File: config.mk
export PLATFORM = sky130hd
export DESIGN_NAME = qz_period_quantizer
export DESIGN_NICKNAME = d
export VERILOG_FILES = /design/src/rtl/qz_pkg.sv /design/src/rtl/qz_restoring_div.sv /design/src/rtl/qz_round_stage.sv /design/src/rtl/qz_period_quantizer.sv
export SDC_FILE = /design/constraint.sdc
export NUM_CORES = 1
export LEC_CHECK = 0
export BUFFER_PORTS_ARGS = -buffer_cell sky130_fd_sc_hd__buf_2
export CELL_PAD_IN_SITES_DETAIL_PLACEMENT = 1
export CELL_PAD_IN_SITES_GLOBAL_PLACEMENT = 2
export CORE_MARGIN = 10
export CORE_UTILIZATION = 39
export CTS_CLUSTER_DIAMETER = 200
export DETAILED_ROUTE_END_ITERATION = 12
export HOLD_SLACK_MARGIN = 0.08
export PLACE_DENSITY = 0.82
export SYNTH_ARGS = -nofsm -noshare
export SYNTH_HDL_FRONTEND = slang
export SYNTH_SLANG_ARGS = --single-unit
File: constraint.sdc
create_clock -name clk -period 4.8 [get_ports clk]
set_input_delay 0.96 -clock clk [delete_from_list [all_inputs] [get_ports clk]]
set_output_delay 0.96 -clock clk [all_outputs]
set_load 0.01 [all_outputs]
File: src/rtl/qz_pkg.sv
package qz_pkg;
   // Mode encoding shared by the quantizer and its bench
   typedef enum logic {
      QZ_SYNC  = 1'b0,
      QZ_EXACT = 1'b1
   } qz_mode_e;

   localparam int QZ_DEF_IN_W   = 16;
   localparam int QZ_DEF_FRAC_W = 16;
endpackage

File: src/rtl/qz_restoring_div.sv
module qz_restoring_div #(
   parameter int IN_W   = 16,
   parameter int FRAC_W = 16
) (
   input  logic                     clk,
   input  logic                     rst_n,
   input  logic                     load,
   input  logic [IN_W-1:0]          dividend,
   input  logic [IN_W-1:0]          divisor,
   output logic                     busy,
   output logic                     valid,
   output logic [IN_W+FRAC_W-1:0]   quotient
);
   localparam int Q_W   = IN_W + FRAC_W;
   localparam int CNT_W = $clog2(Q_W + 1);

   logic [IN_W-1:0]  rem_q;
   logic [Q_W-1:0]   quo_q;
   logic [IN_W-1:0]  dvs_q;
   logic [CNT_W-1:0] cnt_q;
   logic             busy_q;
   logic             valid_q;

   logic [IN_W:0]    shifted;
   logic [IN_W:0]    diff;
   logic             take;

   // one restoring step: shift in next dividend bit, trial subtract
   always_comb begin
      shifted = {rem_q, quo_q[Q_W-1]};
      diff    = shifted - {1'b0, dvs_q};
      take    = ~diff[IN_W];
   end

   always_ff @(posedge clk or negedge rst_n) begin
      if (!rst_n) begin
         rem_q   <= '0;
         quo_q   <= '0;
         dvs_q   <= '0;
         cnt_q   <= '0;
         busy_q  <= 1'b0;
         valid_q <= 1'b0;
      end else if (load) begin
         rem_q   <= '0;
         quo_q   <= {dividend, {FRAC_W{1'b0}}};
         dvs_q   <= divisor;
         cnt_q   <= CNT_W'(Q_W);
         busy_q  <= 1'b1;
         valid_q <= 1'b0;
      end else if (busy_q) begin
         rem_q   <= take ? diff[IN_W-1:0] : shifted[IN_W-1:0];
         quo_q   <= {quo_q[Q_W-2:0], take};
         cnt_q   <= cnt_q - 1'b1;
         if (cnt_q == CNT_W'(1)) begin
            busy_q  <= 1'b0;
            valid_q <= 1'b1;
         end
      end else begin
         valid_q <= 1'b0;
      end
   end

   assign busy     = busy_q;
   assign valid    = valid_q;
   assign quotient = quo_q;

   // partial remainder must stay below the divisor during a run
   assert_rem_below_divisor_R3: assert property (@(posedge clk) disable iff (!rst_n)
      busy_q |-> (rem_q < dvs_q));

   // a run keeps stepping until its count is used up
   assert_run_continues_R5: assert property (@(posedge clk) disable iff (!rst_n)
      (busy_q && !load && cnt_q > CNT_W'(1)) |=> busy_q);
endmodule

File: src/rtl/qz_round_stage.sv
module qz_round_stage
   import qz_pkg::*;
#(
   parameter int IN_W   = 16,
   parameter int FRAC_W = 16
) (
   input  logic [IN_W+FRAC_W-1:0] quo_in,
   input  qz_mode_e               mode,
   output logic [IN_W+FRAC_W-1:0] spp_out,
   output logic                   whole
);
   localparam int Q_W = IN_W + FRAC_W;

   logic [IN_W-1:0]   int_part;
   logic [FRAC_W-1:0] frac_part;
   logic [Q_W-1:0]    ceil_val;

   always_comb begin
      int_part  = quo_in[Q_W-1:FRAC_W];
      frac_part = quo_in[FRAC_W-1:0];
      // a nonzero remainder always leaves at least one fraction bit set
      whole     = (frac_part == '0);
      ceil_val  = {int_part + 1'b1, {FRAC_W{1'b0}}};
      if (mode == QZ_EXACT || whole) spp_out = quo_in;
      else                           spp_out = ceil_val;
   end
endmodule

File: src/rtl/qz_period_quantizer.sv
module qz_period_quantizer
   import qz_pkg::*;
#(
   parameter int IN_W   = QZ_DEF_IN_W,
   parameter int FRAC_W = QZ_DEF_FRAC_W
) (
   input  logic                   clk,
   input  logic                   rst_n,
   input  logic                   start,
   input  logic                   exact_mode,
   input  logic [IN_W-1:0]        table_len,
   input  logic [IN_W-1:0]        cycle_cnt,
   output logic                   busy,
   output logic                   done,
   output logic                   div_error,
   output logic                   exact_div,
   output logic [IN_W+FRAC_W-1:0] spp_fixed
);
   localparam int Q_W = IN_W + FRAC_W;

   generate
      if (IN_W < 2) begin : g_bad_in_w
         $error("qz_period_quantizer: IN_W must be at least 2");
      end
      if (FRAC_W < 1) begin : g_bad_frac_w
         $error("qz_period_quantizer: FRAC_W must be at least 1");
      end
   endgenerate

   logic           div_busy;
   logic           div_valid;
   logic [Q_W-1:0] div_quo;
   logic [Q_W-1:0] rnd_spp;
   logic           rnd_whole;
   logic           running;
   logic           accept;
   logic           zero_req;

   qz_mode_e       mode_q;
   logic [Q_W-1:0] spp_q;
   logic           exact_q;
   logic           done_q;
   logic           err_q;

   assign running  = div_busy | div_valid;
   assign accept   = start & ~running & (cycle_cnt != '0);
   assign zero_req = start & ~running & (cycle_cnt == '0);

   qz_restoring_div #(.IN_W(IN_W), .FRAC_W(FRAC_W)) u_div (
      .clk      (clk),
      .rst_n    (rst_n),
      .load     (accept),
      .dividend (table_len),
      .divisor  (cycle_cnt),
      .busy     (div_busy),
      .valid    (div_valid),
      .quotient (div_quo)
   );

   qz_round_stage #(.IN_W(IN_W), .FRAC_W(FRAC_W)) u_round (
      .quo_in  (div_quo),
      .mode    (mode_q),
      .spp_out (rnd_spp),
      .whole   (rnd_whole)
   );

   always_ff @(posedge clk or negedge rst_n) begin
      if (!rst_n) begin
         mode_q  <= QZ_SYNC;
         spp_q   <= '0;
         exact_q <= 1'b0;
         done_q  <= 1'b0;
         err_q   <= 1'b0;
      end else begin
         if (accept) mode_q <= exact_mode ? QZ_EXACT : QZ_SYNC;
         if (zero_req)    err_q <= 1'b1;
         else if (accept) err_q <= 1'b0;
         done_q <= div_valid;
         if (div_valid) begin
            spp_q   <= rnd_spp;
            exact_q <= rnd_whole;
         end
      end
   end

   assign busy      = running;
   assign done      = done_q;
   assign div_error = err_q;
   assign exact_div = exact_q;
   assign spp_fixed = spp_q;

   assert_done_single_R5: assert property (@(posedge clk) disable iff (!rst_n)
      done_q |=> !done_q);

   assert_sync_integer_R2: assert property (@(posedge clk) disable iff (!rst_n)
      (done_q && mode_q == QZ_SYNC) |-> (spp_q[FRAC_W-1:0] == '0));

   assert_exact_has_no_frac_R4: assert property (@(posedge clk) disable iff (!rst_n)
      (done_q && exact_q) |-> (spp_q[FRAC_W-1:0] == '0));

   assert_zero_divisor_holds_R7: assert property (@(posedge clk) disable iff (!rst_n)
      zero_req |=> (err_q && !done_q && $stable(spp_q) && $stable(exact_q)));

   assert_mode_kept_while_busy_R9: assert property (@(posedge clk) disable iff (!rst_n)
      (running && start) |=> $stable(mode_q));
endmodule

==> results_dict.tcl <==
set metrics [dict create \
    slew_headroom_pct 27.6 \
    synthCells 586 \
    ir_drop_v 0.000129 \
    first_global_vias 4721 \
    vias_per_cell 5.39 \
    tightest_slew_ps 1080 \
    period_share_pct 65.7 \
    ctsResizeCount 0 \
    synth_area_leaders "dfrtp_1 (49%), nand2_1 (9.0%), ha_1 (4.3%), o21ai_0 (3.5%), a21oi_1 (2.6%)" \
    min_period_ps 3160 \
    place_hpwl_mm 10.8 \
    num_io_pins 72 \
    overflow 0 \
    dr.pass1.iters 4 \
    syn-num-nets 642 \
    core_sq_um 13800 \
    ant_nets 0 \
    ctsHoldBuffers 0 \
    hold_depth 1 \
    clock_latency_ps 350 \
    diodes 0 \
    final_nets 700 \
    yosysWarnings 0 \
    crit_path_end_kind "flop" \
    finClkSkew_ps 10.9 \
    timing.rr.start "u_div.quotient[31]" \
    hold_viol_final 0 \
    rr_worst_depth 11 \
    io_buffers 71 \
    hold_class "reg -> reg" \
    n_fill_cell 1603 \
    dieArea_sq_um 19200 \
    yosysUniqueCellTypes 50 \
    area_growth_pct 14.6 \
    drt-initial-drc-count 307 \
    synthMostInstantiatedCell "nand2_1" \
    setup-tns-final_ps 0 \
    drt-total-wl_mm 14.8 \
    gp_congestion 0.836 \
    synth_edf_count 0 \
    drc 0 \
    cp_max_fo 19 \
    multi_input_area_sq_um 2580 \
    drv_slew 0 \
    holdPathEnd "spp_fixed[7]" \
    die_x_um 139 \
    cts_buffer_depth 2 \
    cts_root_buffer "clkbuf_16" \
    reg2reg_to "u_div.rem_q[11]" \
    avgSynthCellArea_sq_um 9.37 \
    start_util_pct 39.7 \
    rrSetupSlack_ps 1640 \
    rows 43 \
    ys_seq_elements 108 \
    grt_use_total_pct 15.6 \
    num_vias 4472 \
    status "complete, no violations" \
    yosysTopAreaCell "dfrtp_1" \
    leakagePower_nw 3.02 \
    critPathArrivalTime_ps 3350 \
    max_freq_mhz 317 \
    clkTransAtPathRegs_ps 70 \
    finalPower_w 0.00169 \
    grt_max_degree 60 \
    crit_required_ps 4990 \
    drive_gt1_share_pct 16.3 \
    min_from "spp_fixed[7]" \
    cts.htree.levels 3 \
    die_h_um 139 \
    seq_area_sq_um 2700 \
    ys_seq_area_share_pct 49.2 \
    cts_buffers 9 \
    synthFlopType "dfrtp_1" \
    grt_pass1_wl_mm 25.0 \
    grt_setup_unrepaired "false" \
    antenna_found_initial 0 \
    pwr_density_cell_nw_per_um2 269 \
    post-cts-setup-buffers 0 \
    synthTopCellsByCount "nand2_1 (131), dfrtp_1 (108), o21ai_0 (38)" \
    cap_violations 0 \
    synthArstFlopShare_pct 100 \
    crit_type "reg -> reg" \
    wire_per_inst_um 17.9 \
    syn_area_sq_um 5490 \
    setup_viol_count_final 0 \
    synth_top_cell_area_share_pct 49.2 \
    start_kind "flop" \
    cts_sinks 108 \
    tritoncts "built" \
]
## sequential cells by signal, summed over array words and instances, names as in the netlist, 6 cells and up
signal and count:
spp_fixed 32, u_div.cnt_q 6, u_div.dvs_q 16, u_div.quotient 32, u_div.rem_q 16
## cells in the final DEF (no fill, tap or decap), types with 3 or more instances in the layout
| cell | n |
|---|---|
| a211o_1 | 3 |
| a21o_1 | 7 |
| a21oi_1 | 28 |
| a22oi_1 | 16 |
| a31oi_1 | 5 |
| and3_1 | 6 |
| buf_2 | 70 |
| buf_4 | 7 |
| clkbuf_16 | 9 |
| dfrtp_1 | 108 |
| ha_1 | 19 |
| inv_1 | 21 |
| mux2i_1 | 13 |
| nand2_1 | 131 |
| nand2b_1 | 4 |
| nand3_1 | 15 |
| nand4_1 | 8 |
| nor2_1 | 29 |
| nor4_1 | 9 |
| o21ai_0 | 38 |
| o21ai_1 | 9 |
| o22ai_1 | 7 |
| o2bb2ai_1 | 15 |
| o311ai_2 | 4 |
| xnor2_1 | 16 |
| xor2_1 | 14 |
## worst max-delay path, stage by stage (launching register included)
cell      delay [ps]
dfrtp_1          430
inv_1             80
ha_1             180
inv_1             60
fa_1             420
a211o_1          350
a211oi_2         440
o31ai_1          190
nor2_2           150
buf_4            320
mux2i_1          280
o22ai_1          100
## through the flow
step | hold slack [ps] | util, % | worst slack, ps | instances | area, sq um
6_report | 487 | 45.5 | 1640 | 829 | 6290
5_1_grt | 501 | 45.5 | 1450 | 829 | 6290
4_1_cts | 491 | 45.5 | 1630 | 829 | 6290
3_5_place_dp | 472 | 43.4 | 1380 | 813 | 6000
3_3_place_gp | 461 | 43.4 | 1420 | 813 | 6000
2_1_floorplan | 352 | - | 2270 | 586 | 5490
## worst max-delay path by stage
| stage | depth (start not counted) | start | slack, ps | to |
|---|---|---|---|---|
| 2_1_floorplan | 12 | u_div.quotient[31] | 2270 | u_div.rem_q[14] |
| 3_3_place_gp | 8 | cycle_cnt[13] | 1420 | u_div.rem_q[5] |
| 3_5_place_dp | 8 | cycle_cnt[13] | 1380 | u_div.rem_q[5] |
| 4_1_cts | 11 | u_div.quotient[31] | 1630 | u_div.rem_q[11] |
| 5_1_grt | 11 | u_div.quotient[31] | 1450 | u_div.rem_q[3] |
| 6_report | 11 | u_div.quotient[31] | 1640 | u_div.rem_q[11] |
## cell families after synthesis
family,Yosys count,share of synthesized area [%]
AO/OA/AOI/OAI,150,18.4
XOR/XNOR,30,4.79
adder cells (fa/ha/maj),20,4.69
buffers and inverters,53,3.92
flip-flops,108,49.2
multiplexers,14,2.62
AND/OR/NAND/NOR,211,16.4
## final cells by class
cell class / instances / area share (%)
Clock buffer: 11 / 4.02
Clock inverter: 5 / 0.676
Inverter: 23 / 1.37
Tap cell: 180 / 3.58
Multi-Input combinational cell: 425 / 41.0
Sequential cell: 108 / 42.9
Timing Repair Buffer: 77 / 6.40
## metal layers
layer / GRT usage (%) / vias up / wire length, um
met4: 5.66 / 0 / 220
met1: 20.4 / 2230 / 6940
met3: 2.43 / 18 / 524
met2: 25.6 / 62 / 7130
li1: - / 2162 / -
met5: 0 / - / 0
## power by group
group	switching (W)	internal [W]
Combinational	0.0000274	0.0000121
Clock	0.000357	0.000387
Sequential	0	0.000909
Total	0.000385	0.00131
Note: power is estimated with default switching activity, not from simulation.
